==> src/rtl/irq_route_pkg.sv <==
package irq_route_pkg;
    parameter int LINE_BASE = 32;
    parameter int NUM_LINES = 32;
    parameter int SLOT_W    = 5;
    parameter int PIN_W     = 2;
    localparam int NUM_W    = $clog2(LINE_BASE + NUM_LINES);
    localparam int IDX_W    = $clog2(NUM_LINES);

    // board map
    parameter int SB_SLOT   = 5;
    parameter int VID_SLOT  = 6;
    parameter int NIC_SLOT  = 7;
    parameter int VID_LINE  = 4;
    parameter int NIC_LINE  = 5;
    parameter int EXP_FIRST = 8;
    parameter int EXP_LAST  = 12;
    parameter int EXP_LINE0 = 6;

    typedef struct packed {
        logic             hit;
        logic [IDX_W-1:0] idx;
    } route_t;

    function automatic route_t decode_route(input logic [NUM_W-1:0] num);
        route_t r;
        r.hit = (int'(num) >= LINE_BASE);
        r.idx = IDX_W'(int'(num) - LINE_BASE);
        return r;
    endfunction
endpackage

==> src/rtl/slot_pin_mapper.sv <==
module slot_pin_mapper
    import irq_route_pkg::*;
(
    input  logic [SLOT_W-1:0] slot,
    input  logic [PIN_W-1:0]  pin,
    output logic [NUM_W-1:0]  num
);
    logic [1:0] pin_mod4;
    int         slot_i;

    assign pin_mod4 = pin[1:0];
    assign slot_i   = int'(slot);

    always_comb begin
        if (slot_i == SB_SLOT)
            num = NUM_W'(LINE_BASE + int'(pin_mod4));
        else if (slot_i == VID_SLOT)
            num = NUM_W'(LINE_BASE + VID_LINE);
        else if (slot_i == NIC_SLOT)
            num = NUM_W'(LINE_BASE + NIC_LINE);
        else if (slot_i >= EXP_FIRST && slot_i <= EXP_LAST)
            num = NUM_W'(LINE_BASE + EXP_LINE0 + (slot_i - EXP_FIRST) + int'(pin));
        else
            num = NUM_W'(pin);
    end

    always_comb begin
        if (slot_i == VID_SLOT || slot_i == NIC_SLOT)
            assert_fixed_line_R3: assert (int'(num) >= LINE_BASE + VID_LINE
                                          && int'(num) <= LINE_BASE + NIC_LINE)
                else $error("fixed slot left its line range");
    end
endmodule

==> src/rtl/irq_line_driver.sv <==
module irq_line_driver
    import irq_route_pkg::*;
(
    input  logic                 clk,
    input  logic                 rst,
    input  logic                 fire,
    input  logic [IDX_W-1:0]     idx,
    input  logic [NUM_LINES-1:0] edge_sel,
    input  logic [NUM_LINES-1:0] line_pol,
    output logic                 cpu_irq
);
    typedef enum logic [1:0] {DRV_HOLD, DRV_PULSE, DRV_LEVEL} drv_op_e;

    drv_op_e op;
    logic    line_q;
    logic    pulse_q;

    always_comb begin
        if (fire)
            op = edge_sel[idx] ? DRV_PULSE : DRV_LEVEL;
        else
            op = DRV_HOLD;
    end

    always_ff @(posedge clk) begin
        if (rst) begin
            line_q  <= 1'b0;
            pulse_q <= 1'b0;
        end else begin
            unique case (op)
                DRV_PULSE: begin
                    line_q  <= 1'b1;
                    pulse_q <= 1'b1;
                end
                DRV_LEVEL: begin
                    line_q  <= line_pol[idx];
                    pulse_q <= 1'b0;
                end
                default: begin
                    if (pulse_q) line_q <= 1'b0;
                    pulse_q <= 1'b0;
                end
            endcase
        end
    end

    assign cpu_irq = line_q;

    assert_pulse_high_R6: assert property (@(posedge clk) disable iff (rst)
        fire && edge_sel[idx] |=> cpu_irq);
    assert_pulse_ends_R6: assert property (@(posedge clk) disable iff (rst)
        (fire && edge_sel[idx]) ##1 !fire |=> !cpu_irq);
    assert_level_follows_pol_R7: assert property (@(posedge clk) disable iff (rst)
        fire && !edge_sel[idx] |=> cpu_irq == $past(line_pol[idx]));
    assert_level_holds_R9: assert property (@(posedge clk) disable iff (rst)
        !fire && !pulse_q |=> $stable(cpu_irq));
endmodule

==> src/rtl/pci_irq_router.sv <==
module pci_irq_router
    import irq_route_pkg::*;
(
    input  logic                 clk,
    input  logic                 rst,
    input  logic                 req_valid,
    input  logic [SLOT_W-1:0]    req_slot,
    input  logic [PIN_W-1:0]     req_pin,
    input  logic [NUM_LINES-1:0] edge_sel,
    input  logic [NUM_LINES-1:0] line_pol,
    output logic [NUM_W-1:0]     mapped_num,
    output logic                 cpu_irq
);
    route_t route;
    logic   fire;

    slot_pin_mapper u_map (
        .slot (req_slot),
        .pin  (req_pin),
        .num  (mapped_num)
    );

    assign route = decode_route(mapped_num);
    assign fire  = req_valid && route.hit;

    irq_line_driver u_drv (
        .clk      (clk),
        .rst      (rst),
        .fire     (fire),
        .idx      (route.idx),
        .edge_sel (edge_sel),
        .line_pol (line_pol),
        .cpu_irq  (cpu_irq)
    );

    assert_unmapped_ignored_R10: assert property (@(posedge clk) disable iff (rst)
        req_valid && (int'(mapped_num) < LINE_BASE) && !$past(fire) |=> $stable(cpu_irq));
    assert_reset_low_R1: assert property (@(posedge clk)
        rst |=> !cpu_irq);
endmodule

==> config.mk <==
export PLATFORM = sky130hd
export DESIGN_NAME = pci_irq_router
export DESIGN_NICKNAME = d
export VERILOG_FILES = /design/src/rtl/irq_route_pkg.sv /design/src/rtl/slot_pin_mapper.sv /design/src/rtl/irq_line_driver.sv /design/src/rtl/pci_irq_router.sv
export SDC_FILE = /design/constraint.sdc
export NUM_CORES = 1
export LEC_CHECK = 0
export ABC_AREA = 0
export BUFFER_PORTS_ARGS = -buffer_cell sky130_fd_sc_hd__buf_2
export CORE_UTILIZATION = 45
export DETAILED_ROUTE_END_ITERATION = 8
export GPL_TIMING_DRIVEN = 1
export MAX_ROUTING_LAYER = met4
export PLACE_DENSITY = 0.95
export SLEW_MARGIN = 40
export SYNTH_ARGS = -nofsm -noshare
export SYNTH_HDL_FRONTEND = slang
export SYNTH_SLANG_ARGS = --single-unit
==> constraint.sdc <==
create_clock -name clk -period 9.35 [get_ports clk]
set_input_delay 0.935 -clock clk [delete_from_list [all_inputs] [get_ports clk]]
set_output_delay 0.935 -clock clk [all_outputs]
set_load 0.01 [all_outputs]
-- Word level (Yosys, flattened, before mapping)
Cells that the tools add are included.
- order comparisons: 4
- equality and inequality tests: 5
- add/subtract/negate cells: 5
- multiplexer cells: 13
- reductions and logical operators: 3
- operators with widths (cell ; count):
    6-bit two-way mux ; 4
    5-bit by 4-bit == test with 1-bit output, second input constant ; 3
    1-bit binary-select mux with 5-bit select ; 2
    6-bit by 2-bit adder with 6-bit output, first input constant ; 1
    6-bit by 3-bit adder with 6-bit output ; 1
    6-bit adder, first input constant ; 1
    6-bit greater-or-equal comparator, second input constant ; 1
    5-bit by 6-bit < comparator with 1-bit output, second input constant ; 1
    5-bit by 4-bit subtractor with 6-bit output, second input constant ; 1
    5-bit by 4-bit greater-or-equal comparator with 1-bit output, second input constant ; 1
    5-bit by 4-bit less-or-equal comparator with 1-bit output, second input constant ; 1
    5-bit by 1-bit subtractor with 5-bit output, second input constant ; 1
    1-bit two-way mux ; 4
    2-bit two-way mux ; 2
    3-bit nonzero test ; 1
    2-bit by 1-bit == test with 1-bit output, second input constant ; 1
    2-bit == test, second input constant ; 1
    1-bit logical AND ; 2
    1-bit one-hot mux with 2 select lines ; 1
- bits of input ports: 74
- register bits after elaboration: 2

-- Logic depth before layout (Yosys ltp)
Gate-level depths: netlist (run 1).
- word-level depth: 14
- depth in mapped cells: 16

-- By module
From an unflattened synthesis (run 1), not the netlist that was laid out.
- cell total of the unflattened synthesis: 85
- area total of the unflattened synthesis: 925.9 um^2
- modules (own cells, without submodules) (module ; instances ; area each (um^2) ; cells an instance):
    irq_line_driver ; 1 ; 610.6 ; 39
    slot_pin_mapper ; 1 ; 309.0 ; 45
    pci_irq_router ; 1 ; 6.3 ; 1

-- Worst setup path after synthesis (run 1)
No wires, ideal clock.
- path kind: input port to flip-flop
- start: input req_pin[1]
- end: register u_drv.line_q (netlist: u_drv.cpu_irq)
- buffers on the path: 1
- data arrival time: 3.508 ns
- stages on the path: 14
- setup slack: 5.722 ns
- required time: 9.230 ns
- setup time: 0.120 ns
- path through: inv_1 ha_1 inv_1 ha_1 inv_1 fa_1 nand2b_1 o21a_1 inv_2 clkbuf_1 nand3_1 a41o_1 o31a_1 a211o_1
- cells in the longest elaborated chain, start to end: 12
- elaborated cells on any way between the ends: 19
- classes of those cells: add/sub: 3; order compare: 1; eq/ne: 2; mux: 11; reduce/logical: 2
- ends and longest elaborated chain (what ; line ; source):
    start: declaration ; pci_irq_router.sv:8 ; input logic [PIN_W-1:0] req_pin,
    6-bit by 3-bit adder with 6-bit output ; slot_pin_mapper.sv:22 ; num = NUM_W'(LINE_BASE + EXP_LINE0 + (slot_i - EXP_FIRST) + int'(pin));
    6-bit two-way mux ; slot_pin_mapper.sv:21 ; else if (slot_i >= EXP_FIRST && slot_i <= EXP_LAST)
    6-bit two-way mux ; slot_pin_mapper.sv:19 ; else if (slot_i == NIC_SLOT)
    6-bit two-way mux ; slot_pin_mapper.sv:17 ; else if (slot_i == VID_SLOT)
    6-bit two-way mux * ; slot_pin_mapper.sv:15 ; if (slot_i == SB_SLOT)
    named net mapped_num[2] ; pci_irq_router.sv:11 ; output logic [NUM_W-1:0] mapped_num,
    5-bit by 1-bit subtractor with 5-bit output ; irq_route_pkg.sv:27 ; r.idx = IDX_W'(int'(num) - LINE_BASE);
    1-bit binary-select mux with 5-bit select ; irq_line_driver.sv:20 ; op = edge_sel[idx] ? DRV_PULSE : DRV_LEVEL;
    1-bit two-way mux (not written as such) ; irq_line_driver.sv:20 ;
    2-bit two-way mux ; irq_line_driver.sv:20 ;
    2-bit two-way mux ; irq_line_driver.sv:19 ; if (fire)
    2-bit == test / 2-bit by 1-bit == test with 1-bit output (equally long branches) ; irq_line_driver.sv:30 ; unique case (op)
    1-bit one-hot mux with 2 select lines / 3-bit nonzero test (equally long branches) ; n/a ;
    end signal: assignment ; irq_line_driver.sv:36 ; line_q <= line_pol[idx];
    end: declaration ; irq_line_driver.sv:15 ; logic line_q;
The timed path passes the listed nets; every way through them passes the cells marked *. The select of a mux whose other input is x is not followed.
A chain may end at the register's enable or synchronous reset.

-- Final worst setup path (run 1)
- start: input req_slot[1]
- end: output mapped_num[2]
- cells in the longest elaborated chain, start to end: 7
- elaborated cells on any way between the ends: 13
- classes of those cells: add/sub: 3; order compare: 2; eq/ne: 3; mux: 4; reduce/logical: 1
- ends and longest elaborated chain (what ; line ; source):
    start: declaration ; pci_irq_router.sv:7 ; input logic [SLOT_W-1:0] req_slot,
    5-bit by 4-bit subtractor with 6-bit output ; slot_pin_mapper.sv:22 ;
    6-bit adder ; slot_pin_mapper.sv:22 ;
    6-bit by 3-bit adder with 6-bit output ; slot_pin_mapper.sv:22 ;
    6-bit two-way mux ; slot_pin_mapper.sv:21 ;
    6-bit two-way mux ; slot_pin_mapper.sv:19 ;
    6-bit two-way mux ; slot_pin_mapper.sv:17 ;
    6-bit two-way mux * ; slot_pin_mapper.sv:15 ;
    end: declaration ; pci_irq_router.sv:11 ;
Every way passes the cells marked *; elsewhere a longest branch is shown, timed or not.

==> results of run 1 <==
==> routing by layer <==
metal | share of wire [%] | vias up | global-route usage, %
li1 | - | 788 | -
met1 | 41 | 695 | 28.0
met2 | 49 | 73 | 47.3
met3 | 8.0 | 4 | 5.46
met4 | 1.1 | 0 | 7.89
met5 | 0 | - | -
==> placed cells by master, fill, tap and decap left out, types with 2 or more instances in the layout <==
| cell type | synthesis | routed |
|---|---|---|
| o21ai_0 | 3 | 3 |
| a221oi_1 | 2 | 2 |
| xnor2_1 | 2 | 2 |
| and3_1 | 4 | 4 |
| clkbuf_4 | 0 | 3 |
| buf_2 | 3 | 80 |
| nor3_1 | 2 | 2 |
| nand2b_1 | 3 | 3 |
| a211o_1 | 2 | 2 |
| mux2i_1 | 12 | 12 |
| o211ai_1 | 9 | 9 |
| nand3b_1 | 2 | 2 |
| nor2_1 | 5 | 5 |
| inv_1 | 12 | 12 |
| dfxtp_1 | 2 | 2 |
| a21oi_1 | 23 | 23 |
| nand3_1 | 5 | 5 |
| ha_1 | 9 | 9 |
| inv_2 | 3 | 3 |
| nand2_1 | 42 | 42 |
==> how the worst max path moves through the flow <==
stage,end,slack (ns),cells past startpoint
2_1_floorplan,u_drv.cpu_irq$_SDFFE_PP0P_,5.72,14
3_3_place_gp,u_drv.cpu_irq$_SDFFE_PP0P_,5.04,16
3_5_place_dp,u_drv.cpu_irq$_SDFFE_PP0P_,4.84,16
4_1_cts,mapped_num[2],5.03,11
5_1_grt,u_drv.cpu_irq$_SDFFE_PP0P_,4.81,16
6_report,mapped_num[2],5.02,11
==> area by class of cell <==
type                    count  area [sq um]  area share [%]
clock buffers               3          22.5            1.42
inverters                  16          62.6            3.95
multi-input cells         151          1020            64.4
flip-flops and latches      2          40.0            2.53
well taps                  30          37.5            2.37
repair buffers             80           400            25.3
==> through the flow <==
step	power, mW	setup WS [ns]	utilization [%]	hold WS (ns)
2_1_floorplan	0.0776	5.72	-	0.609
3_3_place_gp	0.104	5.04	63.0	0.604
3_5_place_dp	0.106	4.84	63.0	0.631
4_1_cts	0.127	5.03	63.9	0.646
5_1_grt	0.139	4.81	63.9	0.681
6_report	0.127	5.02	63.9	0.659
==> kinds of logic after synthesis <==
group                    Yosys count  share of synthesized area [%]
AO/OA/AOI/OAI                     55                           33.9
XOR/XNOR                           2                           1.50
adder cells (fa/ha/maj)           10                           11.3
buffers and inverters             24                           9.51
flip-flops                         2                           3.42
multiplexers                      13                           11.2
AND/OR/NAND/NOR                   71                           29.2
==> worst max-delay path, stage by stage <==
cell and delay, ns:
buf_2 0.15, inv_1 0.09, ha_1 0.30, inv_1 0.06, ha_1 0.15, inv_1 0.05
fa_1 0.46, nand2b_1 0.09, o21a_1 0.57, inv_2 0.28, buf_2 0.22
==> registers in the layout, indices dropped and copies added, names as in the netlist <==
signal         flops
u_drv.cpu_irq      1
u_drv.pulse_q      1
==> power groups by stage <==
stage	clock, mW	combinational [mW]	sequential (mW)
finish	0.0189	0.0978	0.0102
global route	0.0209	0.108	0.0102
CTS	0.0196	0.0970	0.0101
detailed placement	0	0.0959	0.0102
global placement	0	0.0939	0.0102
floorplan	0	0.0673	0.0103
==> results.py, run 1 <==
metrics = {
    "placement": {
        "place_congestion": 0.884,
        "placed_cells": 279,
        "dpl_cell_area_sq_um": 1560,
        "io_buffers": 80,
        "dp_hpwl_um": 2870,
    },
    "logic_synthesis": {
        "yosysWarnings": 0,
        "syn_inst": 177,
        "synth.distinct_cells": 49,
        "yosysTopAreaCell": "nand2_1",
        "ys_seq_area_share_pct": 3.42,
        "async_reset_ff_share_pct": 0,
        "synth_area_per_cell_sq_um": 6.62,
        "yosys.area.top_type_share_pct": 13.5,
        "synthesis.area_sq_um": 1170,
        "synth_most_common_cell": "nand2_1",
        "synth_nets": 261,
        "ys_top_cells_by_count": "42 x nand2_1, 23 x a21oi_1, 12 x inv_1, 12 x mux2i_1",
        "ys_ff_latch": 2,
        "synth_edf_count": 0,
        "yosys-top-cells-area": "nand2_1 13%, mux2i_1 10%, a21oi_1 9.8%, ha_1 9.6%, o211ai_1 5.8%",
        "synthFlopType": "dfxtp_1",
    },
    "critical_path": {
        "r2r_slack_ns": 8.45,
        "required_ns": 8.42,
        "regToRegEndpoint": "u_drv.cpu_irq$_SDFFE_PP0P_",
        "worstPathMaxFanout": 20,
        "endpoint_kind": "output port",
        "rr_worst_depth": 3,
        "crit_arrival_ns": 3.39,
        "start_kind": "input pin",
        "path_class": "input pin to output port",
        "startpoint": "req_slot[1]",
        "rr_startpoint": "u_drv.pulse_q$_SDFF_PP0_",
    },
    "power_and_ir_drop": {
        "power_leakage_nw": 0.857,
        "swShare_pct": 47.6,
        "pwr-share-clk_pct": 14.9,
        "pwr-share-comb_pct": 77.1,
        "power_switching_mw": 0.0604,
        "peakVddDrop_v": 0.0000547,
        "internal_power_mw": 0.0665,
        "power_frac_seq_pct": 8.0,
        "p_per_area_nw_per_um2": 80.2,
    },
    "die": {
        "die-width_um": 53.0,
        "io_pins": 81,
        "start_util_pct": 47.3,
        "num_rows": 18,
        "die_h_um": 53.0,
        "core-area_sq_um": 2480,
        "die_area_sq_um": 2810,
    },
    "global_routing": {
        "grt_max_degree": 27,
        "track_usage_pct": 26.0,
        "antenna_found_initial": 0,
        "grt_pass1_vias": 1272,
        "grt-ovfl-total": 0,
        "grt_pass1_wl_um": 5220,
    },
    "clocking": {
        "path_clk_slew_ns": 0.03,
        "cts_root_buffer": "clkbuf_4",
        "cts_setup_buffers": 0,
        "clockBufferDepth": 2,
        "cts_hold_buffers": 0,
        "post_cts_resized": 0,
        "clock_latency_ns": 0.22,
        "clock-sinks": 2,
        "cts_tree": "done",
        "htreeDepth": 1,
        "cts-buffers-inserted": 3,
    },
    "sta": {
        "tightestPinTransition_ns": 0.775,
        "setup_violations": 0,
        "period_share_pct": 46.3,
        "fmax_ghz": 0.231,
        "fin_setup_tns_ns": 0,
        "worst_clock_skew_ns": 0.00282,
        "final_max_slew_viol_count": 0,
        "max-slew-margin-rel_pct": 48.1,
        "rsz0062_at_grt": "false",
        "min_period_ns": 4.33,
        "finalHoldViolCount": 0,
    },
    "cells_and_area": {
        "finalNetCount": 338,
        "drive_gt1_share_pct": 37.3,
        "finalInstanceArea_sq_um": 1580,
        "filler_cell_count": 250,
        "finalNonFillerCells": 282,
        "area_delta_synth_final_pct": 35.1,
        "num_antenna_cells": 0,
    },
    "drt": {
        "dr_total_vias": 1560,
        "drt-total-wl_um": 3610,
        "ant_nets": 0,
        "route.detailed.wl_per_inst_um": 12.8,
        "firstDrtPassIters": 6,
        "drt_iter0_drc": 29,
        "routed_via_density": 5.53,
        "drcViolationCount": 1,
    },
    "run": {
        "max_cap_viol_count": 0,
    },
    "min_path": {
        "whs_path_depth": 2,
        "worstHoldStart": "u_drv.cpu_irq$_SDFFE_PP0P_",
        "whs_endpoint": "u_drv.cpu_irq$_SDFFE_PP0P_",
        "hp-class": "register to register",
    },
    "outcome": {
        "status": "finished with violations",
        "violations": "design-rule violations",
    },
}
(Power assumes the default switching activity.)
==> run 2: changes to the inputs <==
--- a/config.mk
+++ b/config.mk
@@ -5,13 +5,13 @@
 export SDC_FILE = /design/constraint.sdc
 export NUM_CORES = 1
 export LEC_CHECK = 0
-export ABC_AREA = 0
+export ABC_AREA = 1
 export BUFFER_PORTS_ARGS = -buffer_cell sky130_fd_sc_hd__buf_2
-export CORE_UTILIZATION = 45
+export CORE_UTILIZATION = 44
 export DETAILED_ROUTE_END_ITERATION = 8
 export GPL_TIMING_DRIVEN = 1
 export MAX_ROUTING_LAYER = met4
-export PLACE_DENSITY = 0.95
+export PLACE_DENSITY = 0.93
 export SLEW_MARGIN = 40
 export SYNTH_ARGS = -nofsm -noshare
 export SYNTH_HDL_FRONTEND = slang
==> constraint.sdc (replaced) <==
create_clock -name clk -period 4 [get_ports clk]
set_input_delay 0.4 -clock clk [delete_from_list [all_inputs] [get_ports clk]]
set_output_delay 0.4 -clock clk [all_outputs]
set_load 0.01 [all_outputs]
==> results.py, run 2 <==
metrics = {
    "critical_path": {
        "start_kind": "input pin",
        "required_ns": 3.60,
        "crit_arrival_ns": 2.38,
        "rr_startpoint": "u_drv.pulse_q$_SDFF_PP0_",
        "worstPathMaxFanout": 9,
        "path_class": "input pin to output port",
        "endpoint_kind": "output port",
        "startpoint": "req_slot[1]",
    },
    "placement": {
        "dpl_cell_area_sq_um": 1680,
        "dp_slack_ns": 1.16,
        "dp_hpwl_um": 2940,
        "io_buffers": 80,
        "place_congestion": 0.845,
    },
    "logic_synthesis": {
        "synthesis.area_sq_um": 1310,
        "syn_inst": 226,
        "yosysWarnings": 0,
        "synth_most_common_cell": "inv_1",
        "ys_ff_latch": 2,
        "synth_nets": 310,
        "synth_area_per_cell_sq_um": 5.79,
        "yosys.area.top_type_share_pct": 16.8,
        "synthFlopType": "dfxtp_1",
        "yosysTopAreaCell": "nand3_1",
        "synth_edf_count": 0,
        "ys_seq_area_share_pct": 3.06,
        "yosys-top-cells-area": "nand3_1 17%, inv_1 13%, nand2_1 10%, o211ai_1 9.2%, ha_1 8.6%",
        "async_reset_ff_share_pct": 0,
        "ys_top_cells_by_count": "46 x inv_1, 44 x nand3_1, 36 x nand2_1",
        "synth.distinct_cells": 35,
    },
    "die": {
        "die-width_um": 56.5,
        "num_rows": 19,
        "die_area_sq_um": 3200,
        "core-area_sq_um": 2780,
        "die_h_um": 56.5,
        "start_util_pct": 47.1,
        "io_pins": 81,
    },
    "sta": {
        "final_max_slew_viol_count": 0,
        "rsz0062_at_grt": "false",
        "hold_ws_ns": 0.442,
        "setup_violations": 0,
        "worst_clock_skew_ns": 0.000246,
        "fin_setup_tns_ns": 0,
        "max-slew-margin-rel_pct": 66.6,
        "finalHoldViolCount": 0,
        "timing.final.ws_setup_ns": 1.22,
        "min_period_ns": 2.78,
        "period_share_pct": 69.5,
        "tightestPinTransition_ns": 0.497,
        "fmax_ghz": 0.360,
    },
    "drt": {
        "routed_via_density": 5.01,
        "drt-total-wl_um": 3620,
        "drcViolationCount": 0,
        "drt_iter0_drc": 71,
        "dr_total_vias": 1657,
        "firstDrtPassIters": 5,
        "route.detailed.wl_per_inst_um": 10.9,
        "ant_nets": 0,
    },
    "global_routing": {
        "grt_max_degree": 41,
        "track_usage_pct": 22.9,
        "antenna_found_initial": 0,
        "grt-ovfl-total": 0,
        "grt_pass1_vias": 1468,
        "grt_pass1_wl_um": 5920,
    },
    "min_path": {
        "hp-class": "input pin to register",
        "worstHoldStart": "rst",
    },
    "cells_and_area": {
        "filler_cell_count": 302,
        "finalNetCount": 386,
        "finalInstanceArea_sq_um": 1710,
        "num_antenna_cells": 0,
        "drive_gt1_share_pct": 34.7,
        "area_delta_synth_final_pct": 30.3,
        "final_common_cell": "buf_2",
        "final_core_util_pct": 61.3,
        "layout_common_cells": "80 x buf_2, 46 x inv_1, 44 x nand3_1",
    },
    "clocking": {
        "htreeDepth": 1,
        "cts_setup_buffers": 0,
        "clockBufferDepth": 2,
        "cts_hold_buffers": 0,
        "post_cts_resized": 0,
        "cts_root_buffer": "clkbuf_4",
        "clock-sinks": 2,
        "cts_tree": "done",
        "path_clk_slew_ns": 0.03,
        "clock_latency_ns": 0.22,
        "cts-buffers-inserted": 3,
    },
    "run": {
        "max_cap_viol_count": 0,
    },
    "power_and_ir_drop": {
        "power_leakage_nw": 1.01,
        "peakVddDrop_v": 0.000223,
        "p_per_area_nw_per_um2": 178,
    },
    "outcome": {
        "status": "finished clean",
    },
}
[run 2: worst max-delay path, stage by stage]
cell	delay [ns]
buf_2	0.15
inv_2	0.07
ha_1	0.28
inv_1	0.06
ha_1	0.16
inv_1	0.05
fa_1	0.47
inv_1	0.05
a21oi_2	0.34
inv_2	0.17
buf_2	0.18
[run 2: path summary, 6_finish.rpt]
check | slack (ns) | cells past startpoint | endpoint
worst max-delay path | 1.22 | 11 | mapped_num[2]
worst min register to register | 0.54 | 4 | u_drv.cpu_irq$_SDFFE_PP0P_
worst min-delay path | 0.44 | 4 | u_drv.cpu_irq$_SDFFE_PP0P_
worst max register to register | 3.37 | 5 | u_drv.cpu_irq$_SDFFE_PP0P_
[run 2: cells by family (layout without fill, tap and decap cells)]
family	count (synthesis)	after routing	synth area share [%]
XOR/XNOR	2	2	1.34
flip-flops	2	2	3.06
buffers and inverters	59	133	19.3
AO/OA/AOI/OAI	30	30	15.3
AND/OR/NAND/NOR	123	123	50.9
adder cells (fa/ha/maj)	10	10	10.1
[run 2: metrics by stage]
stage	power, mW	std cells
2_1_floorplan	0.195	226
3_3_place_gp	0.255	328
3_5_place_dp	0.258	328
4_1_cts	0.306	331
5_1_grt	0.337	331
6_report	0.303	331
[run 2: where the power goes]
group          internal [mW]  switching (mW)
Clock                 0.0332          0.0121
Combinational         0.0975           0.138
Sequential            0.0222        0.000816
[run 2: metal layers]
layer,track usage [%],part of all wire [%]
met1,27.9,43
met2,40.5,51
met3,3.46,5.4
met4,3.48,0.33
met5,-,0
[run 2: final cells by class]
class | count | area [sq um] | area share, %
flip-flops and latches | 2 | 40.0 | 2.35
well taps | 31 | 38.8 | 2.27
clock buffers | 3 | 22.5 | 1.32
multi-input cells | 165 | 1020 | 59.6
inverters | 50 | 188 | 11.0
repair buffers | 80 | 400 | 23.5
